`src/rtl/fpp_pkg.sv`:
```
package fpp_pkg;

  typedef enum logic [2:0] {
    S_IDLE,
    S_WR_HDR,
    S_WR_DATA,
    S_PG_HDR,
    S_ST_CMD,
    S_ST_POLL
  } seq_state_e;

  // control-to-datapath strobes
  typedef struct packed {
    logic       load;        // start shifting txByte (drops chip select)
    logic       csRelease;   // raise chip select and time the gap
    logic [7:0] txByte;
  } spi_ctl_t;

  localparam logic [7:0] OP_STATUS   = 8'hD7;
  localparam int         ADDR_W      = 24;
  localparam int         WIDE_SHIFT  = 9;
  localparam int         NARROW_SHIFT = 8;

  function automatic logic [7:0] bufWriteOp(input logic sel);
    return sel ? 8'h87 : 8'h84;
  endfunction

  function automatic logic [7:0] commitOp(input logic sel, input logic withErase);
    if (withErase) return sel ? 8'h86 : 8'h83;
    return sel ? 8'h89 : 8'h88;
  endfunction

endpackage

```
`src/rtl/fpp_spi_datapath.sv`:
```
module fpp_spi_datapath
  import fpp_pkg::*;
#(
  parameter int DIV_W = 8
) (
  input  logic             clk,
  input  logic             rstN,
  input  spi_ctl_t         ctl,
  input  logic [DIV_W-1:0] halfDiv,
  input  logic             miso,
  output logic             csN,
  output logic             sck,
  output logic             mosi,
  output logic             byteDone,
  output logic [7:0]       rxByte,
  output logic             linkIdle
);

  localparam int GAP_HALVES = 4;               // two SCK periods
  localparam int GAP_W      = $clog2(GAP_HALVES);
  localparam int BIT_W      = 3;

  logic [DIV_W-1:0] divCnt;
  logic             active;
  logic             gapping;
  logic [7:0]       txShift;
  logic [7:0]       rxShift;
  logic [BIT_W-1:0] bitIdx;
  logic [GAP_W-1:0] gapIdx;
  logic             halfTick;

  assign halfTick = (active || gapping) && (divCnt == halfDiv);

  always_ff @(posedge clk) begin
    if (!rstN) begin
      csN      <= 1'b1;
      sck      <= 1'b0;
      active   <= 1'b0;
      gapping  <= 1'b0;
      divCnt   <= '0;
      txShift  <= '0;
      rxShift  <= '0;
      bitIdx   <= '0;
      gapIdx   <= '0;
      byteDone <= 1'b0;
    end else begin
      byteDone <= 1'b0;
      if (ctl.load) begin
        csN     <= 1'b0;
        sck     <= 1'b0;
        txShift <= ctl.txByte;
        bitIdx  <= '0;
        active  <= 1'b1;
        divCnt  <= '0;
      end else if (ctl.csRelease) begin
        csN     <= 1'b1;
        gapping <= 1'b1;
        gapIdx  <= '0;
        divCnt  <= '0;
      end else if (active || gapping) begin
        if (halfTick) begin
          divCnt <= '0;
          if (active) begin
            if (!sck) begin
              sck     <= 1'b1;
              rxShift <= {rxShift[6:0], miso};
            end else begin
              sck <= 1'b0;
              if (bitIdx == BIT_W'(7)) begin
                active   <= 1'b0;
                byteDone <= 1'b1;
              end else begin
                bitIdx  <= bitIdx + BIT_W'(1);
                txShift <= {txShift[6:0], 1'b0};
              end
            end
          end else begin
            if (gapIdx == GAP_W'(GAP_HALVES - 1)) gapping <= 1'b0;
            else gapIdx <= gapIdx + GAP_W'(1);
          end
        end else begin
          divCnt <= divCnt + DIV_W'(1);
        end
      end
    end
  end

  assign mosi     = txShift[7];
  assign rxByte   = rxShift;
  assign linkIdle = !active && !gapping;

endmodule

```
`src/rtl/fpp_sequencer.sv`:
```
module fpp_sequencer
  import fpp_pkg::*;
#(
  parameter int PAGE_W = 12,
  parameter int CNT_W  = 9,
  parameter int DIV_W  = 8,
  parameter int POLL_W = 16
) (
  input  logic              clk,
  input  logic              rstN,
  input  logic              start,
  input  logic [PAGE_W-1:0] pageNum,
  input  logic              bufSel,
  input  logic              eraseFirst,
  input  logic              wideMode,
  input  logic [CNT_W-1:0]  byteCount,
  input  logic [DIV_W-1:0]  sckDiv,
  input  logic [POLL_W-1:0] pollLimit,
  input  logic [7:0]        dataIn,
  input  logic              byteDone,
  input  logic [7:0]        rxByte,
  input  logic              linkIdle,
  output spi_ctl_t          ctl,
  output logic [DIV_W-1:0]  divLatched,
  output logic              dataTake,
  output logic              busy,
  output logic              done,
  output logic              error
);

  localparam int HDR_LAST = 3;

  seq_state_e        state;
  logic              pending;
  logic [CNT_W-1:0]  idx;
  logic [POLL_W-1:0] pollCnt;
  logic [PAGE_W-1:0] pageR;
  logic              bufR, eraseR, wideR;
  logic [CNT_W-1:0]  cntR;
  logic [POLL_W-1:0] limitR;

  logic              lastHdr, lastData, pollReady, pollOut, relNow;
  logic [ADDR_W-1:0] pageAddr;

  always_comb begin
    pageAddr  = wideR ? (ADDR_W'(pageR) << WIDE_SHIFT) : (ADDR_W'(pageR) << NARROW_SHIFT);
    lastHdr   = (idx == CNT_W'(HDR_LAST));
    lastData  = (idx == cntR - CNT_W'(1));
    pollReady = rxByte[7];
    pollOut   = (({1'b0, pollCnt} + (POLL_W+1)'(1)) >= {1'b0, limitR});
    relNow    = 1'b0;
    if (byteDone) begin
      unique case (state)
        S_WR_HDR:  relNow = lastHdr && (cntR == '0);
        S_WR_DATA: relNow = lastData;
        S_PG_HDR:  relNow = lastHdr;
        S_ST_POLL: relNow = pollReady || pollOut;
        default:   relNow = 1'b0;
      endcase
    end

    ctl.txByte = 8'h00;
    unique case (state)
      S_WR_HDR:  ctl.txByte = (idx == '0) ? bufWriteOp(bufR) : 8'h00;
      S_WR_DATA: ctl.txByte = dataIn;
      S_PG_HDR: begin
        unique case (idx[1:0])
          2'd0:    ctl.txByte = commitOp(bufR, eraseR);
          2'd1:    ctl.txByte = pageAddr[23:16];
          2'd2:    ctl.txByte = pageAddr[15:8];
          default: ctl.txByte = pageAddr[7:0];
        endcase
      end
      S_ST_CMD:  ctl.txByte = OP_STATUS;
      default:   ctl.txByte = 8'h00;
    endcase
    ctl.load      = pending && linkIdle && (state != S_IDLE);
    ctl.csRelease = relNow;
  end

  assign dataTake = ctl.load && (state == S_WR_DATA);
  assign busy     = (state != S_IDLE);

  always_ff @(posedge clk) begin
    if (!rstN) begin
      state      <= S_IDLE;
      pending    <= 1'b0;
      idx        <= '0;
      pollCnt    <= '0;
      pageR      <= '0;
      bufR       <= 1'b0;
      eraseR     <= 1'b0;
      wideR      <= 1'b0;
      cntR       <= '0;
      limitR     <= '0;
      divLatched <= '0;
      done       <= 1'b0;
      error      <= 1'b0;
    end else begin
      done <= 1'b0;
      if (ctl.load) pending <= 1'b0;
      unique case (state)
        S_IDLE: if (start) begin
          pageR      <= pageNum;
          bufR       <= bufSel;
          eraseR     <= eraseFirst;
          wideR      <= wideMode;
          cntR       <= byteCount;
          limitR     <= pollLimit;
          divLatched <= sckDiv;
          error      <= 1'b0;
          idx        <= '0;
          pending    <= 1'b1;
          state      <= S_WR_HDR;
        end
        S_WR_HDR: if (byteDone) begin
          pending <= 1'b1;
          if (!lastHdr) idx <= idx + CNT_W'(1);
          else begin
            idx   <= '0;
            state <= (cntR == '0) ? S_PG_HDR : S_WR_DATA;
          end
        end
        S_WR_DATA: if (byteDone) begin
          pending <= 1'b1;
          if (lastData) begin
            idx   <= '0;
            state <= S_PG_HDR;
          end else idx <= idx + CNT_W'(1);
        end
        S_PG_HDR: if (byteDone) begin
          pending <= 1'b1;
          if (lastHdr) begin
            idx   <= '0;
            state <= S_ST_CMD;
          end else idx <= idx + CNT_W'(1);
        end
        S_ST_CMD: if (byteDone) begin
          pending <= 1'b1;
          pollCnt <= '0;
          state   <= S_ST_POLL;
        end
        S_ST_POLL: if (byteDone) begin
          if (pollReady || pollOut) begin
            done  <= 1'b1;
            error <= !pollReady;
            state <= S_IDLE;
          end else begin
            pollCnt <= pollCnt + POLL_W'(1);
            pending <= 1'b1;
          end
        end
        default: state <= S_IDLE;
      endcase
    end
  end

endmodule

```
`src/rtl/flash_page_prog.sv`:
```
module flash_page_prog
  import fpp_pkg::*;
#(
  parameter int PAGE_W = 12,
  parameter int CNT_W  = 9,
  parameter int DIV_W  = 8,
  parameter int POLL_W = 16
) (
  input  logic              clk,
  input  logic              rstN,
  input  logic              start,
  input  logic [PAGE_W-1:0] pageNum,
  input  logic              bufSel,
  input  logic              eraseFirst,
  input  logic              wideMode,
  input  logic [CNT_W-1:0]  byteCount,
  input  logic [DIV_W-1:0]  sckDiv,
  input  logic [POLL_W-1:0] pollLimit,
  input  logic [7:0]        dataIn,
  output logic              dataTake,
  output logic              csN,
  output logic              sck,
  output logic              mosi,
  input  logic              miso,
  output logic              busy,
  output logic              done,
  output logic              error
);

  spi_ctl_t         ctl;
  logic [DIV_W-1:0] divLatched;
  logic             byteDone;
  logic [7:0]       rxByte;
  logic             linkIdle;

  fpp_sequencer #(
    .PAGE_W(PAGE_W), .CNT_W(CNT_W), .DIV_W(DIV_W), .POLL_W(POLL_W)
  ) i_seq (
    .clk(clk), .rstN(rstN), .start(start), .pageNum(pageNum), .bufSel(bufSel),
    .eraseFirst(eraseFirst), .wideMode(wideMode), .byteCount(byteCount),
    .sckDiv(sckDiv), .pollLimit(pollLimit), .dataIn(dataIn),
    .byteDone(byteDone), .rxByte(rxByte), .linkIdle(linkIdle),
    .ctl(ctl), .divLatched(divLatched), .dataTake(dataTake),
    .busy(busy), .done(done), .error(error)
  );

  fpp_spi_datapath #(.DIV_W(DIV_W)) i_dp (
    .clk(clk), .rstN(rstN), .ctl(ctl), .halfDiv(divLatched), .miso(miso),
    .csN(csN), .sck(sck), .mosi(mosi), .byteDone(byteDone),
    .rxByte(rxByte), .linkIdle(linkIdle)
  );

endmodule

```
`config.mk`:
```
export PLATFORM = sky130hd
export DESIGN_NAME = flash_page_prog
export DESIGN_NICKNAME = d
export VERILOG_FILES = /design/src/rtl/fpp_pkg.sv /design/src/rtl/fpp_spi_datapath.sv /design/src/rtl/fpp_sequencer.sv /design/src/rtl/flash_page_prog.sv
export SDC_FILE = /design/constraint.sdc
export NUM_CORES = 1
export LEC_CHECK = 0
export BUFFER_PORTS_ARGS = -buffer_cell sky130_fd_sc_hd__buf_2
export CELL_PAD_IN_SITES_DETAIL_PLACEMENT = 2
export CELL_PAD_IN_SITES_GLOBAL_PLACEMENT = 2
export CORE_MARGIN = 5
export CORE_UTILIZATION = 33
export CTS_BUF_LIST = sky130_fd_sc_hd__clkbuf_4
export DETAILED_ROUTE_END_ITERATION = 8
export MAX_ROUTING_LAYER = met4
export PLACE_DENSITY = 0.76
export SETUP_SLACK_MARGIN = 0.5
export SLEW_MARGIN = 10
export SYNTH_ARGS = -nofsm -noshare
export SYNTH_HDL_FRONTEND = slang
export SYNTH_HIERARCHICAL = 1
export SYNTH_SLANG_ARGS = --single-unit
```
`constraint.sdc`:
```
create_clock -name clk -period 4.5 [get_ports clk]
set_input_delay 1.125 -clock clk [delete_from_list [all_inputs] [get_ports clk]]
set_output_delay 1.125 -clock clk [all_outputs]
set_load 0.02 [all_outputs]
```
==> results of run 1 <==
final cells by class:
type	instances	share of cell area
Multi-Input combinational cell	604	0.521
Sequential cell	113	0.302
Timing Repair Buffer	91	0.0780
Tap cell	234	0.0388
Clock inverter	12	0.0252
Clock buffer	19	0.0189
Inverter	31	0.0154
Antenna cell	2	0.000664
per-stage QoR:
| stage | instances | setup WS [ps] | area [µm²] |
|---|---|---|---|
| after detailed placement | 1059 | -12.8 | 6870 |
| after global placement | 1059 | 166 | 6870 |
| final | 1106 | 25.7 | 7540 |
| after CTS | 1100 | 64.3 | 7410 |
| after global routing | 1106 | -117 | 7540 |
| after floorplan | 790 | -136 | 6370 |
layout by cell type (no fill, tap or decap), types with 5 or more instances in the layout:
cell type  instances
and3_1             8
mux2i_1           25
nand2_1          171
buf_2             66
nor3_1            14
dfxtp_1          107
xor2_1            16
a21oi_1           21
xnor2_1           23
bufinv_16          5
or3_1              7
a21boi_0          51
inv_1             30
a211o_1            5
nor2_1            48
nand4_1            9
a21o_1             7
mux2_2             8
ha_1              26
nand3_1           26
o21ai_0           28
nand2b_1          11
clkbuf_4          19
nor2b_1            6
buf_4             21
and2_1             7
metal layers:
metal  vias up  wire length [µm]  global-route usage
met1      2823              9160               0.225
met4         0               218              0.0462
met5         -                 0                   -
met3        17               477              0.0408
met2        66              9940               0.312
li1       2861                 -                   -
worst reg2reg max path, delay by kind of cell (launching register included):
family | cells | cell delay (ps)
XOR/XNOR | 1 | 170
buffers and inverters | 1 | 210
multiplexers | 1 | 140
AND/OR/NAND/NOR | 10 | 2180
AO/OA/AOI/OAI | 5 | 960
adder cells (fa/ha/maj) | 1 | 340
flip-flops | 1 | 360
logic make-up (layout without fill, tap and decap cells):
kind of cell / count (synthesis) / after routing / share of synthesized area
other: 0 / 2 / 0
AND/OR/NAND/NOR: 343 / 343 / 0.250
AO/OA/AOI/OAI: 159 / 159 / 0.177
XOR/XNOR: 42 / 42 / 0.0593
multiplexers: 33 / 33 / 0.0538
adder cells (fa/ha/maj): 27 / 27 / 0.0534
buffers and inverters: 73 / 153 / 0.0494
flip-flops: 113 / 113 / 0.358
path summary, 6_finish.rpt:
kind | startpoint | endpoint | slack (ps) | cells after the start
min | i_seq/limitR[3]$_SDFFE_PN0P_ | i_seq/limitR[3]$_SDFFE_PN0P_ | 470 | 2
max | i_seq/pollCnt[3]$_SDFFE_PN0P_ | i_dp/bitIdx[1]$_SDFFE_PP0P_ | 30 | 19
min reg2reg | i_seq/limitR[3]$_SDFFE_PN0P_ | i_seq/limitR[3]$_SDFFE_PN0P_ | 470 | 2
max reg2reg | i_seq/pollCnt[3]$_SDFFE_PN0P_ | i_dp/bitIdx[1]$_SDFFE_PP0P_ | 30 | 19
power breakdown:
group	total, W	internal [W]	leakage [nW]	switching, W
clock	0.000914	0.000500	0.169	0.000414
sequential	0.00108	0.00104	0.923	0.0000416
combinational	0.000310	0.000125	2.07	0.000185
total	0.00230	0.00166	3.16	0.000640
flip-flops by register name, indices dropped and copies added, names as in the netlist, 2 cells and up:
signal and flops:
i_dp/rxByte 8, i_dp/txShift 8, i_seq/limitR 16, i_dp/gapIdx 2
i_seq/state 3, i_dp/bitIdx 3, i_seq/pollCnt 16, i_seq/cntR 9
i_seq/divLatched 8, i_dp/divCnt 8, i_seq/idx 9, i_seq/pageR 12
what timing repair did:
action / CTS / global route
gates cloned: 2 / 1
setup endpoints to repair: 11 / 20
resized for setup: 21 / 16
endpoints found under the hold margin: 0 / 0
pin swaps: 7 / 9
buffers inserted: 8 / 3
==> out/results.txt, run 1 <==
Clock latency on the worst-skew pair: 540 ps
Clock sink total: 113
Largest stage delay, worst path: 540 ps
Initial antenna violation count: 1
Mapped Nets: 877
Fin. max-slew vios: 0
Die area: 0.0220 mm²
Worst path bufs/invs: 1
Total core area: 0.0188 mm²
WL per Instance: 17.9 µm
Longest Clk Path Bufs: 2
Vias in the first global route: 6,461
Worst slew pin tran: 938 ps
Final core utilization: 0.402
Power Dens Cells: 305 mW/mm²
Final hold viol count: 0
CP cell instances: and4_4, and4_4, and3_4, nand3_4, xnor2_2, ha_1, a21o_1, a211o_1, a21oi_2, a21boi_2, nor4b_4, nor2_1, o21a_1, nand2b_4, or3b_1, or4_4, clkbuf_16, mux2i_1, nor2_1
Worst Path Max Fanout: 4
Routed vias: 5,767
Layout area overhead: 19.2%
Die span in x: 148 µm
CP Launch Type: flip-flop
Fmax achieved: 224 MHz
Slowest CP cell: or4_4
DRC Markers: 0
Wirelength, routed: 19,800 µm
Post-Syn Area: 0.00633 mm²
Worst Path Required: 4920 ps
Number of I/O port buffers: 66
Most numerous cell in the Yosys netlist: nand2_1
Ratio of final minimum period to clock period: 0.994
CTS H-tree lvls: 4
Synthesized flop and latch total: 113
1st-pass router iterations: 5
Syn avg cell area: 8.01 µm²
First-pass GRT wire length: 32,100 µm
Largest net degree at the start of global routing: 61
CP delay by family, top: simple AND/OR/NAND/NOR gates
I/O pin cnt: 67
Post-synth top area share: 0.358
Number of synthesized flops with an enable pin: 0
# nets final: 945
Setup tns final: 0 ps
Async set-reset flop share out of synthesis: 0
Post-route antenna net violation count: 0
Synth Flop Type: dfxtp_1
Max-slew headroom: 0.375
Hold slack: 473 ps
Root buf cell: clkbuf_4
Share of cells above drive strength 1: 0.200
Minimum clock period: 4470 ps
WS Path Type: flip-flop to flip-flop
Row count: 50
Drt via density: 5.21
Overflow after GRT: 0
Worst vdd ir: 0.000150 V
Worst-path clk slew: 100 ps
Crit path DAT: 4900 ps
Storage cell area: 0.00228 mm²
Post-synthesis cell type count: 65
Syn Inst Count: 790
Dominant cell type by area after synthesis: dfxtp_1
TritonCTS clock tree: built
Gpl congestion: 0.863
1st-iter DRT viols: 206
DP HPWL: 14,400 µm
# setup viols final: 0
Final clock skew: 23.0 ps
Multi-input gate area: 0.00393 mm²
Floorplan die height: 148 µm
CP Capture Type: flip-flop
Sequential area share after synthesis: 0.358
Synth top area cells: dfxtp_1 (36%), nand2_1 (10%), a21boi_0 (6.4%), ha_1 (5.3%), mux2i_1 (4.0%)
Max cap viols: 0
RSZ-0062 raised after global routing: true
Top post-synthesis cells by count: nand2_1 (172), dfxtp_1 (113), a21boi_0 (54)
Fillcell total: 2,129
Status: finished clean
Post-CTS Hold Buffers: 0
Synth Warn #: 6
Cts bufs inserted: 17
Total chip power: 0.00230 W
Hold WC Path Type: flip-flop to flip-flop
Leak Pwr: 3.16 nW
Starting Density: 0.337
Total GRT Usage: 0.185
Power figures use the tool's default switching activity.
==> run 2: changes to the inputs <==
--- a/config.mk
+++ b/config.mk
@@ -9,11 +9,11 @@
 export CELL_PAD_IN_SITES_DETAIL_PLACEMENT = 2
 export CELL_PAD_IN_SITES_GLOBAL_PLACEMENT = 2
 export CORE_MARGIN = 5
-export CORE_UTILIZATION = 33
+export CORE_UTILIZATION = 25
 export CTS_BUF_LIST = sky130_fd_sc_hd__clkbuf_4
 export DETAILED_ROUTE_END_ITERATION = 8
 export MAX_ROUTING_LAYER = met4
-export PLACE_DENSITY = 0.76
+export PLACE_DENSITY = 0.59
 export SETUP_SLACK_MARGIN = 0.5
 export SLEW_MARGIN = 10
 export SYNTH_ARGS = -nofsm -noshare
==> out/results.txt, run 2 (synthesized netlist as in run 1, its figures left out) <==
Crit path DAT: 4890 ps
Drt via density: 4.83
Storage cell area: 0.00227 mm²
1st-pass router iterations: 4
Max cap viols: 0
1st-iter DRT viols: 193
TritonCTS clock tree: built
Fmax achieved: 225 MHz
Max-slew headroom: 0.389
Most common cell after layout, fill and taps aside: nand2_1
Number of I/O port buffers: 66
Net Sw Frac: 0.278
WS Path Type: flip-flop to flip-flop
Most frequent cells in the layout: nand2_1 (171), dfxtp_1 (107), buf_2 (66), a21boi_0 (53), nor2_1 (49)
Post-DP Area: 0.00701 mm²
Multi-input gate area: 0.00390 mm²
Clock sink total: 113
Final clock skew: 24.9 ps
Initial antenna violation count: 1
Placed insts: 1,157
Fillcell total: 2,946
Slowest CP cell: or4_4
Clock share of power: 0.400
Fin. max-slew vios: 0
Largest registers: i_seq/limitR x16, i_seq/pollCnt x16, i_seq/pageR x12
Layout area overhead: 19.9%
WL per Instance: 16.7 µm
Starting Density: 0.253
Vias in the first global route: 6,460
Share of cells above drive strength 1: 0.192
DP HPWL: 14,700 µm
Hold WC Path Type: flip-flop to flip-flop
RSZ-0062 raised after global routing: true
Largest net degree at the start of global routing: 49
Total GRT Usage: 0.145
Ratio of final minimum period to clock period: 0.990
Post-CTS Hold Buffers: 0
Longest Clk Path Bufs: 2
Floorplan die height: 169 µm
DRC Markers: 0
Worst Path Max Fanout: 5
Wirelength, routed: 20,000 µm
Status: finished clean
Place WS: 13.2 ps
Root buf cell: clkbuf_4
Total chip power: 0.00230 W
Worst Path Required: 4930 ps
Post-Layout Cell Count: 1,201
Gpl congestion: 0.809
I/O pin cnt: 67
CP Capture Type: flip-flop
CP delay by family, top: simple AND/OR/NAND/NOR gates
Total core area: 0.0250 mm²
Worst-path clk slew: 120 ps
CTS H-tree lvls: 4
# setup viols final: 0
Die span in x: 169 µm
Minimum clock period: 4450 ps
Hold slack: 461 ps
Final hold viol count: 0
Internal: 0.00166 W
Row count: 58
CP Launch Type: flip-flop
Post-route antenna net violation count: 0
# nets final: 943
Worst path bufs/invs: 1
Largest stage delay, worst path: 490 ps
Worst vdd ir: 0.000126 V
Routed vias: 5,800
Leak Pwr: 3.14 nW
Overflow after GRT: 0
Worst slew pin tran: 916 ps
Die area: 0.0286 mm²
Cts bufs inserted: 17
Logic pwr share: 0.131
Power Dens Cells: 303 mW/mm²
First-pass GRT wire length: 32,900 µm
Sw Pwr: 0.000638 W
PnR worst setup slack: 46.1 ps
Finished Cell Area: 0.00759 mm²
Seq pwr share: 0.469
Clock latency on the worst-skew pair: 550 ps
CP cell instances: and4_4, and4_4, and3_4, nand3_4, xnor2_2, ha_1, a21o_1, a211o_1, a21oi_2, a21boi_2, nor4b_4, nor2_1, o21a_1, nand2b_4, or3b_1, or4_4, buf_12, nor3_1, a211oi_1
Most frequent CP cell: and4_4
R2r setup slk: 50 ps
==> run 2: cell types whose count changed in the layout (fill, tap and decap cells not counted), moves of 2 or more <==
cell and change:
nor3_2 +2, buf_16 -2, dfxtp_4 -2, a21boi_1 -2, dfxtp_2 +2, a21boi_0 +2
clkinv_1 +2, clkinvlp_4 -2, a211oi_4 -2, a211oi_1 +3
==> run 2: power by group through the flow <==
stage	registers, W	clock network (W)	logic (W)
after detailed placement	0.00110	0	0.000304
after global routing	0.00109	0.00100	0.000340
after global placement	0.00110	0	0.000290
after CTS	0.00108	0.000964	0.000307
after floorplan	0.00108	0	0.000211
final	0.00108	0.000919	0.000301
==> run 2: what timing repair did <==
item,in CTS,in global routing
gates cloned,0,2
resized for setup,12,13
setup endpoints to repair,11,18
setup buffers,3,5
pin swaps,0,2
==> run 2: path summary, 6_finish.rpt <==
path              cells after the start                      endpoint                          start
setup / recovery                     19  i_dp/txShift[2]$_SDFFE_PN0P_  i_seq/pollCnt[4]$_SDFFE_PN0P_
hold / removal                        2   i_dp/rxByte[1]$_SDFFE_PN0P_    i_dp/rxByte[0]$_SDFFE_PN0P_
setup reg to reg                     19  i_dp/txShift[2]$_SDFFE_PN0P_  i_seq/pollCnt[4]$_SDFFE_PN0P_
hold reg to reg                       2   i_dp/rxByte[1]$_SDFFE_PN0P_    i_dp/rxByte[0]$_SDFFE_PN0P_
==> run 2: routing by layer <==
metal	wire [µm]	vias to the layer above	GRT usage
met3	418	19	0.0229
met5	0	-	-
li1	-	2855	-
met4	298	0	0.0455
met1	9420	2867	0.177
met2	9910	59	0.246
==> run 2: layout make-up <==
class	count	area share
multi-input combinational	604	0.514
sequential	113	0.299
timing repair buffer	89	0.0726
tap	330	0.0544
clock inverter	13	0.0252
clock buffer	19	0.0188
inverter	31	0.0153
antenna	2	0.000660
==> run 2: through the flow <==
step	setup TNS, ps	util
after detailed placement	0	0.280
after global routing	-275	0.303
final	0	0.303
after floorplan	-999	-
after global placement	0	0.280
after CTS	0	0.296
==> run 2: worst min-delay path, cell delays in order, from the launching register on <==
cell     delay, ps
dfxtp_1        310
nand2_1         70
mux2i_1         60
==> run 3: changes to the inputs <==
--- a/config.mk
+++ b/config.mk
@@ -8,15 +8,15 @@
 export BUFFER_PORTS_ARGS = -buffer_cell sky130_fd_sc_hd__buf_2
 export CELL_PAD_IN_SITES_DETAIL_PLACEMENT = 2
 export CELL_PAD_IN_SITES_GLOBAL_PLACEMENT = 2
+export CORE_ASPECT_RATIO = 2
 export CORE_MARGIN = 5
 export CORE_UTILIZATION = 25
 export CTS_BUF_LIST = sky130_fd_sc_hd__clkbuf_4
 export DETAILED_ROUTE_END_ITERATION = 8
 export MAX_ROUTING_LAYER = met4
-export PLACE_DENSITY = 0.59
+export PLACE_DENSITY = 0.6
 export SETUP_SLACK_MARGIN = 0.5
 export SLEW_MARGIN = 10
 export SYNTH_ARGS = -nofsm -noshare
 export SYNTH_HDL_FRONTEND = slang
-export SYNTH_HIERARCHICAL = 1
 export SYNTH_SLANG_ARGS = --single-unit
==> out/results.txt, run 3 <==
Status: finished clean
PnR worst setup slack: 660 ps
Setup tns final: 0 ps
Starting Density: 0.251
Post-route antenna net violation count: 0
Net Sw Frac: 0.301
Synth Warn #: 0
Clock latency on the worst-skew pair: 590 ps
R2r setup slk: 660 ps
Seq pwr share: 0.537
Hold WC Path Type: flip-flop to flip-flop
Largest family of logic cells by synthesized area: simple AND/OR/NAND/NOR gates
Largest registers: i_seq.limitR x16, i_seq.pollCnt x16, i_seq.pageR x12
WS Path Type: flip-flop to flip-flop
Place WS: 109 ps
Worst slew pin tran: 929 ps
Worst vdd ir: 0.000120 V
Internal: 0.00138 W
FF-to-FF End: i_dp.rxByte[2]$_SDFFE_PN0P_
Post-Syn Area: 0.00610 mm²
Logic pwr share: 0.130
Fillcell total: 2,875
CTS H-tree lvls: 4
Longest Clk Path Bufs: 2
Cts bufs inserted: 17
Adder-cell area share of the yosys netlist: 0.0574
Syn Inst Count: 780
Most frequent CP cell: and3_4
Total GRT Usage: 0.167
CP cell instances: ha_4, and3_4, and3_4, and2_1, and3_4, xor2_1, ha_1, a211oi_1, o31ai_1, a221oi_2, a31oi_2, a2bb2oi_1, buf_4, a21boi_4, o31a_2, a22o_1
Synth Flop Type: dfxtp_1
Die span in x: 120 µm
R2R depth: 16
Die area: 0.0278 mm²
Minimum clock period: 3840 ps
Final core utilization: 0.293
HP Start: i_seq.pageR[11]$_SDFFE_PN0P_
Total chip power: 0.00198 W
CP Capture Type: flip-flop
Final clock skew: 14.2 ps
Syn avg cell area: 7.83 µm²
Total core area: 0.0243 mm²
Sequential area share after synthesis: 0.371
RSZ-0062 raised after global routing: false
Post-synthesis cell type count: 66
Crit path DAT: 4310 ps
Worst R2R Start: i_seq.pollCnt[0]$_SDFFE_PN0P_
DRC Markers: 0
1st-iter DRT viols: 143
Fin. max-slew vios: 0
WL per Instance: 19.1 µm
Vias in the first global route: 6,672
Final hold viol count: 0
Max cap viols: 0
Clock sink total: 113
Largest stage delay, worst path: 410 ps
Number of synthesized flops with an enable pin: 0
Overflow after GRT: 0
Mapped Nets: 868
Root buf cell: clkbuf_4
Leak Pwr: 2.77 nW
Dominant cell type by area after synthesis: dfxtp_1
Max-slew headroom: 0.381
Initial antenna violation count: 1
Most common cell after layout, fill and taps aside: nand2_1
CP Launch Type: flip-flop
Synth top area cells: dfxtp_1 (37%), nand2_1 (9.1%), a21oi_1 (7.1%), ha_1 (5.7%), nor2_1 (3.7%)
TritonCTS clock tree: built
Post-Synth XOR/XNOR Area: 0.0603
Clock share of power: 0.333
First-pass GRT wire length: 34,800 µm
DP HPWL: 17,100 µm
Sw Pwr: 0.000596 W
Post-synth top area share: 0.371
Worst Path Required: 4970 ps
Ratio of final minimum period to clock period: 0.853
Synth Area in Compound Gates: 0.201
Drt via density: 5.19
Wirelength, routed: 21,900 µm
Synthesized flop and latch total: 113
Fmax achieved: 260 MHz
# nets final: 933
Worst path bufs/invs: 1
Row count: 81
Post-Synth Simple-Gate Area: 0.253
CP delay by family, top: compound AO/OA/AOI/OAI gates
I/O pin cnt: 67
Worst Hold End: i_seq.pageR[11]$_SDFFE_PN0P_
Worst-path clk slew: 110 ps
Share of cells above drive strength 1: 0.183
Most numerous cell in the Yosys netlist: nand2_1
Number of I/O port buffers: 66
Largest net degree at the start of global routing: 49
1st-pass router iterations: 4
WHS Path Cells: 2
Async set-reset flop share out of synthesis: 0
Most frequent cells in the layout: nand2_1 (147), dfxtp_1 (109), a21oi_1 (87), buf_2 (66), nor2_1 (59)
Layout area overhead: 16.7%
Worst Path Max Fanout: 8
Routed vias: 5,961
Slowest CP cell: dfxtp_4
# setup viols final: 0
Power Dens Cells: 278 mW/mm²
Post-CTS Hold Buffers: 0
Top post-synthesis cells by count: nand2_1 (148), dfxtp_1 (113), a21oi_1 (87)
Gpl congestion: 0.849
Floorplan die height: 231 µm
Mux cell area share after synthesis: 0.0135
run 3: cell types whose count changed in the layout (fill, tap and decap cells not counted), moves of 6 or more:
cell / previous run / this run
or2_2: 0 / 7
nor2_1: 49 / 59
nand3_1: 27 / 18
xor2_1: 15 / 22
nand3b_1: 0 / 7
nand2_1: 171 / 147
a21boi_0: 53 / 5
a22o_1: 1 / 9
mux2_2: 8 / 2
a21oi_1: 21 / 87
mux2i_1: 24 / 6
nand2b_1: 11 / 2
run 3: final cells by class:
type | count | area, µm² | share of cell area
Antenna cell | 1 | 2.50 | 0.000351
Clock buffer | 24 | 180 | 0.0253
Inverter | 29 | 109 | 0.0153
Clock inverter | 8 | 40.0 | 0.00562
Sequential cell | 113 | 2270 | 0.319
Timing Repair Buffer | 85 | 473 | 0.0664
Tap cell | 290 | 363 | 0.0509
Multi-Input combinational cell | 599 | 3680 | 0.517
run 3: worst max path at each step:
stage,startpoint,to,slack (ps),cells after the start
after detailed placement,i_seq.pollCnt[0]$_SDFFE_PN0P_,i_seq.pollCnt[2]$_SDFFE_PN0P_,110,15
after CTS,i_seq.pollCnt[3]$_SDFFE_PN0P_,i_dp.rxByte[2]$_SDFFE_PN0P_,520,16
after floorplan,i_seq.pollCnt[0]$_SDFFE_PN0P_,i_dp.rxByte[0]$_SDFFE_PN0P_,540,17
after global placement,i_seq.pollCnt[0]$_SDFFE_PN0P_,i_dp.txShift[4]$_SDFFE_PN0P_,380,17
final,i_seq.pollCnt[0]$_SDFFE_PN0P_,i_dp.rxByte[2]$_SDFFE_PN0P_,660,16
after global routing,i_seq.pollCnt[0]$_SDFFE_PN0P_,i_dp.txShift[1]$_SDFFE_PN0P_,500,17
run 3: repair_timing:
item                                    4_1_cts  5_1_grt
pin swaps                                     3       13
gates resized for setup                      18       10
cloned                                        0        1
endpoints found under the hold margin         0        0
endpoints found under the setup margin       51       40
setup buffers                                 1        5
run 3: logic make-up (layout without fill, tap and decap cells):
kind of cell | Yosys count | count (layout)
other cells | 0 | 1
compound gates | 191 | 192
flops | 113 | 113
xor+xnor | 42 | 42
mux | 8 | 8
simple gates | 329 | 329
buf+inv | 69 | 146
fa+ha+maj | 28 | 28
run 3: per-layer routing:
layer | track usage | wire length [µm]
met5 | - | 0
met4 | 0.0745 | 659
met3 | 0.0319 | 433
met2 | 0.337 | 13100
met1 | 0.143 | 7650
run 3: stage by stage:
| stage | hold slack [ps] | area, µm² | std cells |
|---|---|---|---|
| floorplan | 436 | 6110 | 780 |
| global placement | 447 | 6740 | 1109 |
| detailed placement | 456 | 6740 | 1109 |
| CTS | 470 | 7020 | 1142 |
| global route | 494 | 7120 | 1149 |
| finish | 465 | 7120 | 1149 |
run 3: power groups by stage:
stage	combinational (W)	sequential (W)	clock, W
2_1_floorplan	0.000171	0.00107	0
3_3_place_gp	0.000245	0.00109	0
3_5_place_dp	0.000258	0.00109	0
4_1_cts	0.000262	0.00107	0.000702
5_1_grt	0.000291	0.00107	0.000739
6_report	0.000257	0.00106	0.000659
run 3: tightest hold or removal path, delay by kind of cell (launching register included):
kind	cells	cell delay, ps
simple gates	1	50
compound gates	1	50
flops	1	320
